===== src/rtl/regpair_div_pkg.sv =====
package regpair_div_pkg;
  typedef enum logic [0:0] {ST_IDLE = 1'b0, ST_RUN = 1'b1} div_st_e;
endpackage


===== src/rtl/regpair_div_ovf.sv =====
module regpair_div_ovf #(
  parameter int W = 16
) (
  input  logic [W-1:0] hi_i,
  input  logic [W-1:0] dvsr_i,
  output logic         ovf_o
);
  // quotient fits in W bits only if the upper word is below the divisor
  assign ovf_o = (hi_i >= dvsr_i);
endmodule


===== src/rtl/regpair_div_step.sv =====
module regpair_div_step #(
  parameter int W = 16
) (
  input  logic [W-1:0] acc_i,
  input  logic [W-1:0] q_i,
  input  logic [W-1:0] dvsr_i,
  output logic [W-1:0] acc_o,
  output logic [W-1:0] q_o
);
  logic [W:0] sh;
  logic       ge;

  assign sh    = {acc_i, q_i[W-1]};
  assign ge    = (sh >= {1'b0, dvsr_i});
  // result < divisor, so W-bit wraparound subtraction is exact
  assign acc_o = ge ? (sh[W-1:0] - dvsr_i) : sh[W-1:0];
  assign q_o   = {q_i[W-2:0], ge};
endmodule


===== src/rtl/regpair_div_cnt.sv =====
module regpair_div_cnt #(
  parameter int W = 16
) (
  input  logic clk_i,
  input  logic rst_ni,
  input  logic clr_i,
  input  logic en_i,
  output logic last_o
);
  localparam int CW = (W > 2) ? $clog2(W) : 1;
  localparam logic [CW-1:0] LAST = CW'(W - 1);

  logic [CW-1:0] cnt_q;

  always_ff @(posedge clk_i or negedge rst_ni) begin
    if (!rst_ni)    cnt_q <= '0;
    else if (clr_i) cnt_q <= '0;
    else if (en_i)  cnt_q <= cnt_q + CW'(1);
  end

  assign last_o = en_i && (cnt_q == LAST);
endmodule


===== src/rtl/regpair_div.sv =====
module regpair_div
  import regpair_div_pkg::*;
#(
  parameter int W = 16
) (
  input  logic         clk_i,
  input  logic         rst_ni,
  input  logic         start_i,
  input  logic [W-1:0] hi_i,
  input  logic [W-1:0] lo_i,
  input  logic [W-1:0] dvsr_i,
  output logic [W-1:0] quot_o,
  output logic [W-1:0] rem_o,
  output logic         ovf_o,
  output logic         done_o,
  output logic         busy_o
);
  div_st_e     st_q;
  logic [W-1:0] acc_q, q_q, dvsr_q;
  logic [W-1:0] acc_nx, q_nx;
  logic         ovf_w, last_w, accept, run;

  assign run    = (st_q == ST_RUN);
  assign accept = start_i && !run;
  assign busy_o = run;

  regpair_div_ovf #(.W(W)) u_ovf (
    .hi_i(hi_i), .dvsr_i(dvsr_i), .ovf_o(ovf_w)
  );

  regpair_div_step #(.W(W)) u_step (
    .acc_i(acc_q), .q_i(q_q), .dvsr_i(dvsr_q), .acc_o(acc_nx), .q_o(q_nx)
  );

  regpair_div_cnt #(.W(W)) u_cnt (
    .clk_i(clk_i), .rst_ni(rst_ni), .clr_i(accept), .en_i(run), .last_o(last_w)
  );

  always_ff @(posedge clk_i or negedge rst_ni) begin
    if (!rst_ni) begin
      st_q   <= ST_IDLE;
      acc_q  <= '0;
      q_q    <= '0;
      dvsr_q <= '0;
      quot_o <= '0;
      rem_o  <= '0;
      ovf_o  <= 1'b0;
      done_o <= 1'b0;
    end else begin
      done_o <= 1'b0;
      if (accept) begin
        ovf_o <= ovf_w;
        if (ovf_w) begin
          // early exit: pair keeps its contents
          quot_o <= hi_i;
          rem_o  <= lo_i;
          done_o <= 1'b1;
        end else begin
          acc_q  <= hi_i;
          q_q    <= lo_i;
          dvsr_q <= dvsr_i;
          st_q   <= ST_RUN;
        end
      end else if (run) begin
        acc_q <= acc_nx;
        q_q   <= q_nx;
        if (last_w) begin
          quot_o <= q_nx;
          rem_o  <= acc_nx;
          done_o <= 1'b1;
          st_q   <= ST_IDLE;
        end
      end
    end
  end

  a_r3_ovf_fast: assert property (@(posedge clk_i) disable iff (!rst_ni)
    (start_i && !busy_o && hi_i >= dvsr_i) |=> (done_o && ovf_o && !busy_o));
  a_r4_ovf_keep: assert property (@(posedge clk_i) disable iff (!rst_ni)
    (start_i && !busy_o && hi_i >= dvsr_i) |=> (quot_o == $past(hi_i) && rem_o == $past(lo_i)));
  a_r6_zero_div: assert property (@(posedge clk_i) disable iff (!rst_ni)
    (start_i && !busy_o && dvsr_i == '0) |=> ovf_o);
  a_r5_no_ovf_run: assert property (@(posedge clk_i) disable iff (!rst_ni)
    (start_i && !busy_o && hi_i < dvsr_i) |=> (busy_o && !done_o));
  a_r5_pulse: assert property (@(posedge clk_i) disable iff (!rst_ni)
    done_o |=> !done_o);
  a_r5_excl: assert property (@(posedge clk_i) disable iff (!rst_ni)
    !(done_o && busy_o));
  a_r2_rem_lt: assert property (@(posedge clk_i) disable iff (!rst_ni)
    (done_o && !ovf_o) |-> (rem_o < dvsr_q));
  a_r7_dvsr_frozen: assert property (@(posedge clk_i) disable iff (!rst_ni)
    busy_o |=> $stable(dvsr_q));
  a_r8_hold: assert property (@(posedge clk_i) disable iff (!rst_ni)
    !done_o |-> ($stable(quot_o) && $stable(rem_o)));
endmodule


===== config.mk =====
export PLATFORM = sky130hd
export DESIGN_NAME = regpair_div
export DESIGN_NICKNAME = d
export VERILOG_FILES = /design/src/rtl/regpair_div_pkg.sv /design/src/rtl/regpair_div_ovf.sv /design/src/rtl/regpair_div_step.sv /design/src/rtl/regpair_div_cnt.sv /design/src/rtl/regpair_div.sv
export SDC_FILE = /design/constraint.sdc
export NUM_CORES = 1
export LEC_CHECK = 0
export ABC_AREA = 1
export BUFFER_PORTS_ARGS = -buffer_cell sky130_fd_sc_hd__buf_2
export CAP_MARGIN = 40
export CORE_AREA = 2 2 104 106
export DETAILED_ROUTE_END_ITERATION = 8
export DIE_AREA = 0 0 106 108
export PLACE_DENSITY_LB_ADDON = 0.15
export REMOVE_ABC_BUFFERS = 1
export SLEW_MARGIN = 5
export SYNTH_ARGS = -nofsm -noshare
export SYNTH_HDL_FRONTEND = slang
export SYNTH_SLANG_ARGS = --single-unit

===== constraint.sdc =====
create_clock -name clk_i -period 2.4 [get_ports clk_i]
set_clock_uncertainty 0.1 [all_clocks]
set_input_delay 0.36 -clock clk_i [delete_from_list [all_inputs] [get_ports clk_i]]
set_output_delay 0.36 -clock clk_i [all_outputs]
set_load 0.05 [all_outputs]

==> flow_metrics.py, run 1 <==
metrics = {
    "sta": {
        "final-setup-viol-count": 0,
        "setup_ws_ns": 0.1868,
        "tightestPinTransition_ns": 0.7703,
        "fin_crit_ns": 2.213,
        "slew-limit-headroom_pct": 48.59,
        "clock.fmax_mhz": 451.8,
        "fin_setup_tns_ns": 0,
        "fin_crit_sh_pct": 92.21,
        "hold_viol_final": 0,
        "drv_slew": 0,
        "rsz0062_at_grt": "no",
    },
    "floorplanning": {
        "initial_utilization_pct": 54.02,
        "core_mm2": 0.01023,
        "fp.dieW_um": 106,
        "die-area_mm2": 0.01145,
        "rows": 37,
        "fp.dieH_um": 108,
        "ios": 86,
    },
    "clock_network": {
        "post-cts-setup-buffers": 0,
        "cts_buffer_depth": 2,
        "tritoncts": "yes",
        "root_buffer": "clkbuf_8",
        "cts_buffers": 9,
        "clk_pin_slew_ns": 0.09,
        "clock_latency_ns": 0.37,
        "htree_levels": 3,
        "clock_sinks": 87,
    },
    "min_path": {
        "holdPathStages": 3,
        "holdCritStartpoint": "dvsr_i[0]",
        "hp-class": "in -> reg",
        "hold_path_end": "dvsr_q[0]",
    },
    "yosys": {
        "yosys.area.top_type": "dfrtp_1",
        "synth_flop_cell": "dfrtp_1",
        "synth.area.top_cells": "dfrtp_1 (39%), nand2_1 (27%), ha_1 (7.5%), inv_1 (6.5%), nand3_1 (4.3%)",
        "syn_area_mm2": 0.005527,
        "synth_cell_types": 32,
        "synth-async-reset-ratio_pct": 100.0,
        "ys_ff_latch": 87,
        "yosys_warnings": 0,
        "postSynthCellCount": 799,
        "yosysTopAreaCellShare_pct": 39.39,
        "seq_area_frac_synth_pct": 39.39,
        "syn_area_per_cell_um2": 6.917,
        "synth_edf_count": 0,
        "synth.top_cells.by_count": "nand2_1 (391), inv_1 (95), dfrtp_1 (87)",
        "yosysMostFrequentCell": "nand2_1",
    },
    "detailed_routing": {
        "wl_per_cell_um": 14.30,
        "via_count": 5313,
        "via_per_inst": 5.158,
        "wl_mm": 14.73,
        "drt_iter0_drc": 311,
        "drt_pass1_iterations": 5,
        "ant_nets": 0,
        "drc": 0,
    },
    "outcome": {
        "outcome": "finished clean",
    },
    "setup_path": {
        "r2r-end": "q_q[0]",
        "worstPathMaxFanout": 5,
        "max_stage_delay_ns": 0.42,
        "rr_worst_depth": 13,
        "path_buf_inv": 2,
        "worstPathRequired_ns": 2.61,
        "cpMostUsedCell": "nand2_1",
        "cp_top_family": "simple AND/OR/NAND/NOR gates",
        "rrSetupSlack_ns": 0.19,
        "path_cells": "ha_2 -> nand2_1 -> inv_1 -> nand2_1 -> nor2_2 -> nand2_1 -> nor2_4 -> nor2_4 -> nand2_4 -> nand2_1 -> buf_4 -> nand3_1 -> o21a_1",
        "critPathCaptureType": "register",
        "worst-setup-path-type": "reg -> reg",
        "timing.rr.start": "acc_q[10]",
        "arrival_ns": 2.42,
        "cp-start-kind": "register",
        "crit_slowest_cell": "dfrtp_1",
    },
    "place": {
        "place.detailed.instances": 1013,
        "port_buffers": 85,
        "hpwl_mm": 11.24,
        "gp_congestion": 0.9304,
        "place_ws_ns": 0.06529,
    },
    "cells_and_area": {
        "final_cells": 1030,
        "syn_to_final_growth_pct": 17.55,
        "multiInputGateArea_mm2": 0.002929,
        "layout-drive-gt1-share_pct": 16.22,
        "layout.nets": 974,
        "ff_latch_area_mm2": 0.002177,
        "fill_cells": 951,
        "n_antenna_cell": 0,
    },
    "global_routing": {
        "grt_pass1_wl_mm": 24.47,
        "grt_max_degree": 41,
        "antenna_found_initial": 0,
        "grt_pass1_vias": 5065,
        "track_usage_pct": 27.11,
        "overflow": 0,
    },
    "flow_run": {
        "drv_cap": 0,
    },
}
==> per-layer routing <==
| layer | GRT usage, % | wire [um] | share of wire (%) | up-vias |
|---|---|---|---|---|
| met4 | 8.271 | 197 | 1.3 | 0 |
| met3 | 4.219 | 801 | 5.4 | 20 |
| li1 | - | - | - | 2653 |
| met2 | 43.13 | 6634 | 45 | 172 |
| met5 | 0 | 0 | 0 | - |
| met1 | 38.52 | 7100 | 48 | 2468 |
==> layout by cell type (no fill, tap or decap), types with 2 or more instances in the layout <==
cell type,netlist,final
a21oi_1,14,14
buf_12,0,5
buf_2,12,84
buf_4,1,13
buf_6,2,2
clkbuf_8,0,11
clkinv_2,0,3
dfrtp_1,87,87
ha_1,33,25
ha_2,0,4
ha_4,0,4
inv_1,95,95
nand2_1,391,390
nand2_2,3,4
nand2_4,2,2
nand3_1,47,45
nand3_2,2,4
nand3b_1,14,14
nand4_1,5,5
nor2_1,18,17
nor2_2,2,3
nor2_4,2,2
nor3_1,4,4
o21a_1,12,12
o21ai_0,24,24
o21ai_1,3,3
xnor2_1,5,5
xor2_1,2,2
==> worst max-delay path by stage <==
stage	startpoint	endpoint	slack (ns)	cells after the start
floorplan	busy_o	acc_q[0]	-1.99	6
global placement	acc_q[7]	rem_o[2]	0.06	14
detailed placement	hi_i[3]	acc_q[12]	0.07	13
CTS	acc_q[7]	acc_q[2]	0.07	14
global route	q_q[15]	rem_o[8]	0.02	13
finish	acc_q[10]	q_q[0]	0.19	13
==> worst reg2reg max path, cell delays in order (launching register included) <==
cell and delay (ns):
dfrtp_1 0.42, ha_2 0.39, nand2_1 0.09, inv_1 0.09, nand2_1 0.09, nor2_2 0.13
nand2_1 0.09, nor2_4 0.10, nor2_4 0.05, nand2_4 0.08, nand2_1 0.14, buf_4 0.21
nand3_1 0.08, o21a_1 0.11
==> metrics by stage <==
stage | area [um2] | util (%) | hold WS [ns]
6_report | 6496 | 63.50 | 0.1207
5_1_grt | 6496 | 63.50 | 0.1465
4_1_cts | 6416 | 62.71 | 0.1134
3_5_place_dp | 6201 | 60.61 | 0.2830
3_3_place_gp | 6201 | 60.61 | 0.2752
2_1_floorplan | 5395 | - | -0.03559
==> flip-flops by register name, indices dropped and copies added (netlist names) <==
register     cells
acc_q           16
dvsr_q          16
q_q             16
quot_o          16
rem_o           16
u_cnt.cnt_q      4
busy_o           1
done_o           1
ovf_o            1
==> repair_timing <==
item                       in CTS  in global routing
hold buffers                    1                  0
hold endpoints to repair       36                  0
gates resized for setup         0                 14
setup endpoints to repair       0                 33
==> cell families (layout without fill, tap and decap cells) <==
group	count (synthesis)	after routing	synth area share, %
adders and majority gates	34	34	7.833
DFF	87	87	39.39
buffers and inverters	123	218	8.965
and+or+nand+nor	493	493	37.06
xor gates and xnor gates	7	7	1.109
AOI/OAI and AO/OA	55	55	5.638
==> area by class of cell <==
type                       count  share of cell area (%)
clock buffer                  11                   2.331
clock inverter                 5                  0.8282
inverter                      97                   5.605
multi-input combinational    589                   45.09
sequential                    87                   33.51
tap                          136                   2.619
timing repair buffer         105                   10.02
Power of run 1 is not shown: default switching activity piles up to over one toggle a cycle in this logic, so the estimate is an artifact.
==> run 2, diff against run 1 <==
Settings changed: MAX_ROUTING_LAYER set to met4, PLACE_DENSITY set to 0.77, PLACE_DENSITY_LB_ADDON 0.15 to not set.
==> flow_metrics.py, run 2 (synthesis results as in run 1) <==
metrics = {
    "sta": {
        "slew-limit-headroom_pct": 70.98,
        "final-setup-viol-count": 0,
        "fin_crit_sh_pct": 91.87,
        "hold_viol_final": 0,
        "drv_slew": 0,
        "fin_crit_ns": 2.205,
        "setup_ws_ns": 0.1950,
        "tightestPinTransition_ns": 0.4349,
        "clock.fmax_mhz": 453.5,
    },
    "place": {
        "place_ws_ns": -0.2538,
        "gp_congestion": 0.9510,
        "port_buffers": 85,
        "hpwl_mm": 10.53,
    },
    "clock_network": {
        "cts_buffers": 9,
        "clk_pin_slew_ns": 0.10,
        "clock_sinks": 87,
        "clock_latency_ns": 0.37,
        "tritoncts": "yes",
        "htree_levels": 3,
        "cts_buffer_depth": 2,
        "root_buffer": "clkbuf_8",
    },
    "cells_and_area": {
        "layout_commonest_cell": "nand2_1",
        "ff_latch_area_mm2": 0.002177,
        "syn_to_final_growth_pct": 19.11,
        "fill_cells": 961,
        "layout.nets": 976,
        "multiInputGateArea_mm2": 0.002999,
        "layout-drive-gt1-share_pct": 16.96,
        "n_antenna_cell": 0,
        "post-route-util_pct": 64.34,
        "final_cell_mix": "nand2_1 (391), inv_1 (95), dfrtp_1 (87)",
    },
    "detailed_routing": {
        "drt_pass1_iterations": 5,
        "drc": 0,
        "via_count": 5252,
        "via_per_inst": 5.089,
        "drt_iter0_drc": 381,
        "wl_per_cell_um": 13.41,
        "ant_nets": 0,
        "wl_mm": 13.83,
    },
    "global_routing": {
        "grt_max_degree": 59,
        "overflow": 0,
        "grt_pass1_wl_mm": 23.32,
        "grt_pass1_vias": 4937,
        "antenna_found_initial": 0,
        "track_usage_pct": 26.50,
    },
    "floorplanning": {
        "rows": 37,
        "initial_utilization_pct": 54.02,
        "core_mm2": 0.01023,
        "die-area_mm2": 0.01145,
        "ios": 86,
        "fp.dieW_um": 106,
        "fp.dieH_um": 108,
    },
    "min_path": {
        "hp-class": "in -> reg",
    },
    "setup_path": {
        "rrSetupSlack_ns": 0.20,
        "critPathCaptureType": "register",
        "max_stage_delay_ns": 0.35,
        "path_cells": "buf_2 -> ha_1 -> a21oi_1 -> o21a_1 -> nand2_1 -> nand2_1 -> nand4_2 -> nand2_2 -> buf_4 -> nand3_1 -> o21a_1",
        "arrival_ns": 2.38,
        "crit_slowest_cell": "a21oi_1",
        "worstPathRequired_ns": 2.57,
        "worstPathMaxFanout": 27,
        "cp-start-kind": "input pin",
        "worst-setup-path-type": "in -> reg",
    },
    "flow_run": {
        "drv_cap": 0,
    },
    "outcome": {
        "outcome": "finished clean",
    },
}
## run 2: cell types whose count changed in the layout (fill, tap and decap cells not counted), sizes merged
cell,before,now
buf,104,106
clkinvlp,0,2
clkbuf,11,10
clkinv,4,3
## run 2: worst max-delay path, delay by kind of cell
kind	cells	cell delay (ns)
and+or+nand+nor	5	0.63
adders and majority gates	1	0.31
buffers and inverters	2	0.41
AOI/OAI and AO/OA	3	0.66
## run 2: per-layer routing
metal,GRT usage [%],up-vias,wire length [um]
met5,-,-,0
met4,8.835,0,304
met3,3.436,17,678
met2,40.97,139,6263
met1,36.48,2441,6588
li1,-,2655,-
## run 2: cell type report
class                   count  share of cell area, %
clock buffers              10                  2.091
flip-flops and latches     87                  33.07
repair buffers            107                  10.06
clock inverters             6                  1.045
multi-input cells         589                  45.56
well taps                 136                  2.585
inverters                  97                  5.588
## run 2: what timing repair did
action | in CTS | in global routing
hold buffers | 1 | 0
setup buffers | 0 | 0
hold endpoints to repair | 29 | 0
endpoints found under the setup margin | 0 | 29
gates resized for setup | 0 | 17
## run 2: stage by stage
step | std cells | area [um2] | hold slack [ns] | TNS [ns]
6_report | 1032 | 6583 | 0.1120 | 0
5_1_grt | 1032 | 6583 | 0.1467 | -0.001892
4_1_cts | 1032 | 6432 | 0.1055 | 0
3_5_place_dp | 1015 | 6216 | 0.2253 | -4.146
3_3_place_gp | 1015 | 6216 | 0.2245 | -2.642
2_1_floorplan | 773 | 5395 | -0.03559 | -129.38
## run 2: final timing paths
| path | start | end | cells after the start |
|---|---|---|---|
| max reg2reg | acc_q[11] | acc_q[13] | 13 |
| min in group asynchronous | rst_ni | quot_o[2] | 2 |
| max in group asynchronous | rst_ni | quot_o[11] | 3 |
| min reg2reg | rem_o[9] | rem_o[9] | 2 |
| max | hi_i[7] | q_q[1] | 11 |
| min | dvsr_i[0] | dvsr_q[0] | 3 |
Power of run 2 is left out for the same reason.
==> run 3, diff against run 2 <==
Settings changed: CELL_PAD_IN_SITES_DETAIL_PLACEMENT set to 1, CELL_PAD_IN_SITES_GLOBAL_PLACEMENT set to 1, CORE_AREA 2 2 104 106 to 2 2 120 122, DIE_AREA 0 0 106 108 to 0 0 122 124, PLACE_DENSITY 0.77 to 0.8.
==> flow_metrics.py, run 3 (synthesis results as in run 1) <==
metrics = {
    "outcome": {
        "outcome": "finished clean",
    },
    "place": {
        "gp_congestion": 0.9077,
        "place_ws_ns": -0.1060,
        "hpwl_mm": 13.01,
        "place.detailed.instances": 1067,
        "port_buffers": 85,
    },
    "detailed_routing": {
        "ant_nets": 0,
        "drt_iter0_drc": 275,
        "drc": 0,
        "via_per_inst": 4.883,
        "wl_per_cell_um": 15.78,
        "drt_pass1_iterations": 4,
        "wl_mm": 17.10,
        "via_count": 5293,
    },
    "sta": {
        "setup_ws_ns": 0.1304,
        "fin_setup_tns_ns": 0,
        "final-setup-viol-count": 0,
        "rsz0062_at_grt": "no",
        "fin_crit_ns": 2.270,
        "drv_slew": 0,
        "hold_viol_final": 0,
        "slew-limit-headroom_pct": 62.31,
        "tightestPinTransition_ns": 0.5647,
        "clock.fmax_mhz": 440.6,
        "fin_crit_sh_pct": 94.57,
    },
    "cells_and_area": {
        "syn_to_final_growth_pct": 24.20,
        "post-route-util_pct": 50.03,
        "final_cell_mix": "nand2_1 (386), inv_1 (93), dfrtp_1 (87)",
        "layout.nets": 984,
        "layout-drive-gt1-share_pct": 18.92,
        "layout_commonest_cell": "nand2_1",
        "n_antenna_cell": 0,
        "fill_cells": 1808,
        "final_cells": 1084,
    },
    "global_routing": {
        "grt_max_degree": 59,
        "grt_pass1_vias": 5484,
        "grt_pass1_wl_mm": 27.77,
        "track_usage_pct": 24.27,
        "antenna_found_initial": 0,
        "overflow": 0,
    },
    "clock_network": {
        "post-cts-setup-buffers": 0,
        "root_buffer": "clkbuf_16",
        "tritoncts": "yes",
        "clock_latency_ns": 0.35,
        "cts_buffer_depth": 2,
        "clock_sinks": 87,
        "clk_pin_slew_ns": 0.06,
        "cts_buffers": 9,
        "htree_levels": 3,
    },
    "floorplanning": {
        "ios": 86,
        "core_mm2": 0.01372,
        "die-area_mm2": 0.01513,
        "fp.dieW_um": 122,
        "initial_utilization_pct": 40.28,
        "rows": 43,
        "fp.dieH_um": 124,
    },
    "setup_path": {
        "max_stage_delay_ns": 0.38,
        "timing.rr.start": "q_q[15]",
        "crit_slowest_cell": "fa_2",
        "arrival_ns": 2.41,
        "worst-setup-path-type": "reg -> reg",
        "path_cells": "inv_1 -> ha_1 -> fa_2 -> inv_1 -> nand3_1 -> nand3_2 -> a21oi_1 -> xor2_1 -> nand2_1 -> nand3_1 -> nand2_1 -> nand2_1 -> nand2_1",
        "cpMostUsedCell": "nand2_1",
        "crit_start": "q_q[15]",
        "worstPathRequired_ns": 2.54,
        "worstPathMaxFanout": 3,
        "cp-start-kind": "register",
        "cp_top_family": "adder cells",
        "critPathCaptureType": "register",
        "path_buf_inv": 2,
        "rrSetupSlack_ns": 0.13,
    },
    "min_path": {
        "holdCritStartpoint": "dvsr_i[0]",
        "hp-class": "in -> reg",
    },
    "flow_run": {
        "drv_cap": 0,
    },
}
## run 3: through the flow
step / instance area (um2) / hold WS (ns)
finish: 6864 / 0.1396
detailed placement: 6349 / 0.2327
global placement: 6349 / 0.2332
global route: 6864 / 0.1593
CTS: 6659 / 0.1384
floorplan: 5395 / -0.03559
## run 3: what timing repair did
item                       in CTS  in global routing
hold buffers                    1                  0
hold endpoints to repair       29                  0
resized for setup               0                 36
setup endpoints to repair       0                 34
## run 3: final timing paths
kind,end,cells past startpoint
min reg2reg,quot_o[12],2
min,dvsr_q[0],3
min in group asynchronous,quot_o[5],2
max in group asynchronous,acc_q[9],3
max,acc_q[8],13
max reg2reg,acc_q[8],13
## run 3: tightest hold or removal path, delay by kind of cell
kind | cells | cell delay [ns]
buffers and inverters | 1 | 0.09
and+or+nand+nor | 2 | 0.10
## run 3: area by class of cell
| cell class | count | area (um2) | share of cell area, % |
|---|---|---|---|
| Clock inverter | 5 | 57.56 | 0.8385 |
| Clock buffer | 11 | 242.7 | 3.536 |
| Tap cell | 180 | 225.2 | 3.281 |
| Sequential cell | 87 | 2177 | 31.72 |
| Timing Repair Buffer | 115 | 742.0 | 10.81 |
| Multi-Input combinational cell | 589 | 3055 | 44.51 |
| Inverter | 97 | 364.1 | 5.304 |
## run 3: per-layer routing
| metal | vias to the layer above | track usage (%) | wire length [um] |
|---|---|---|---|
| met3 | 12 | 3.022 | 547 |
| met5 | - | - | 0 |
| met1 | 2532 | 34.13 | 8533 |
| met4 | 0 | 5.532 | 176 |
| met2 | 81 | 37.60 | 7847 |
| li1 | 2668 | - | - |
Power of run 3 is left out for the same reason.
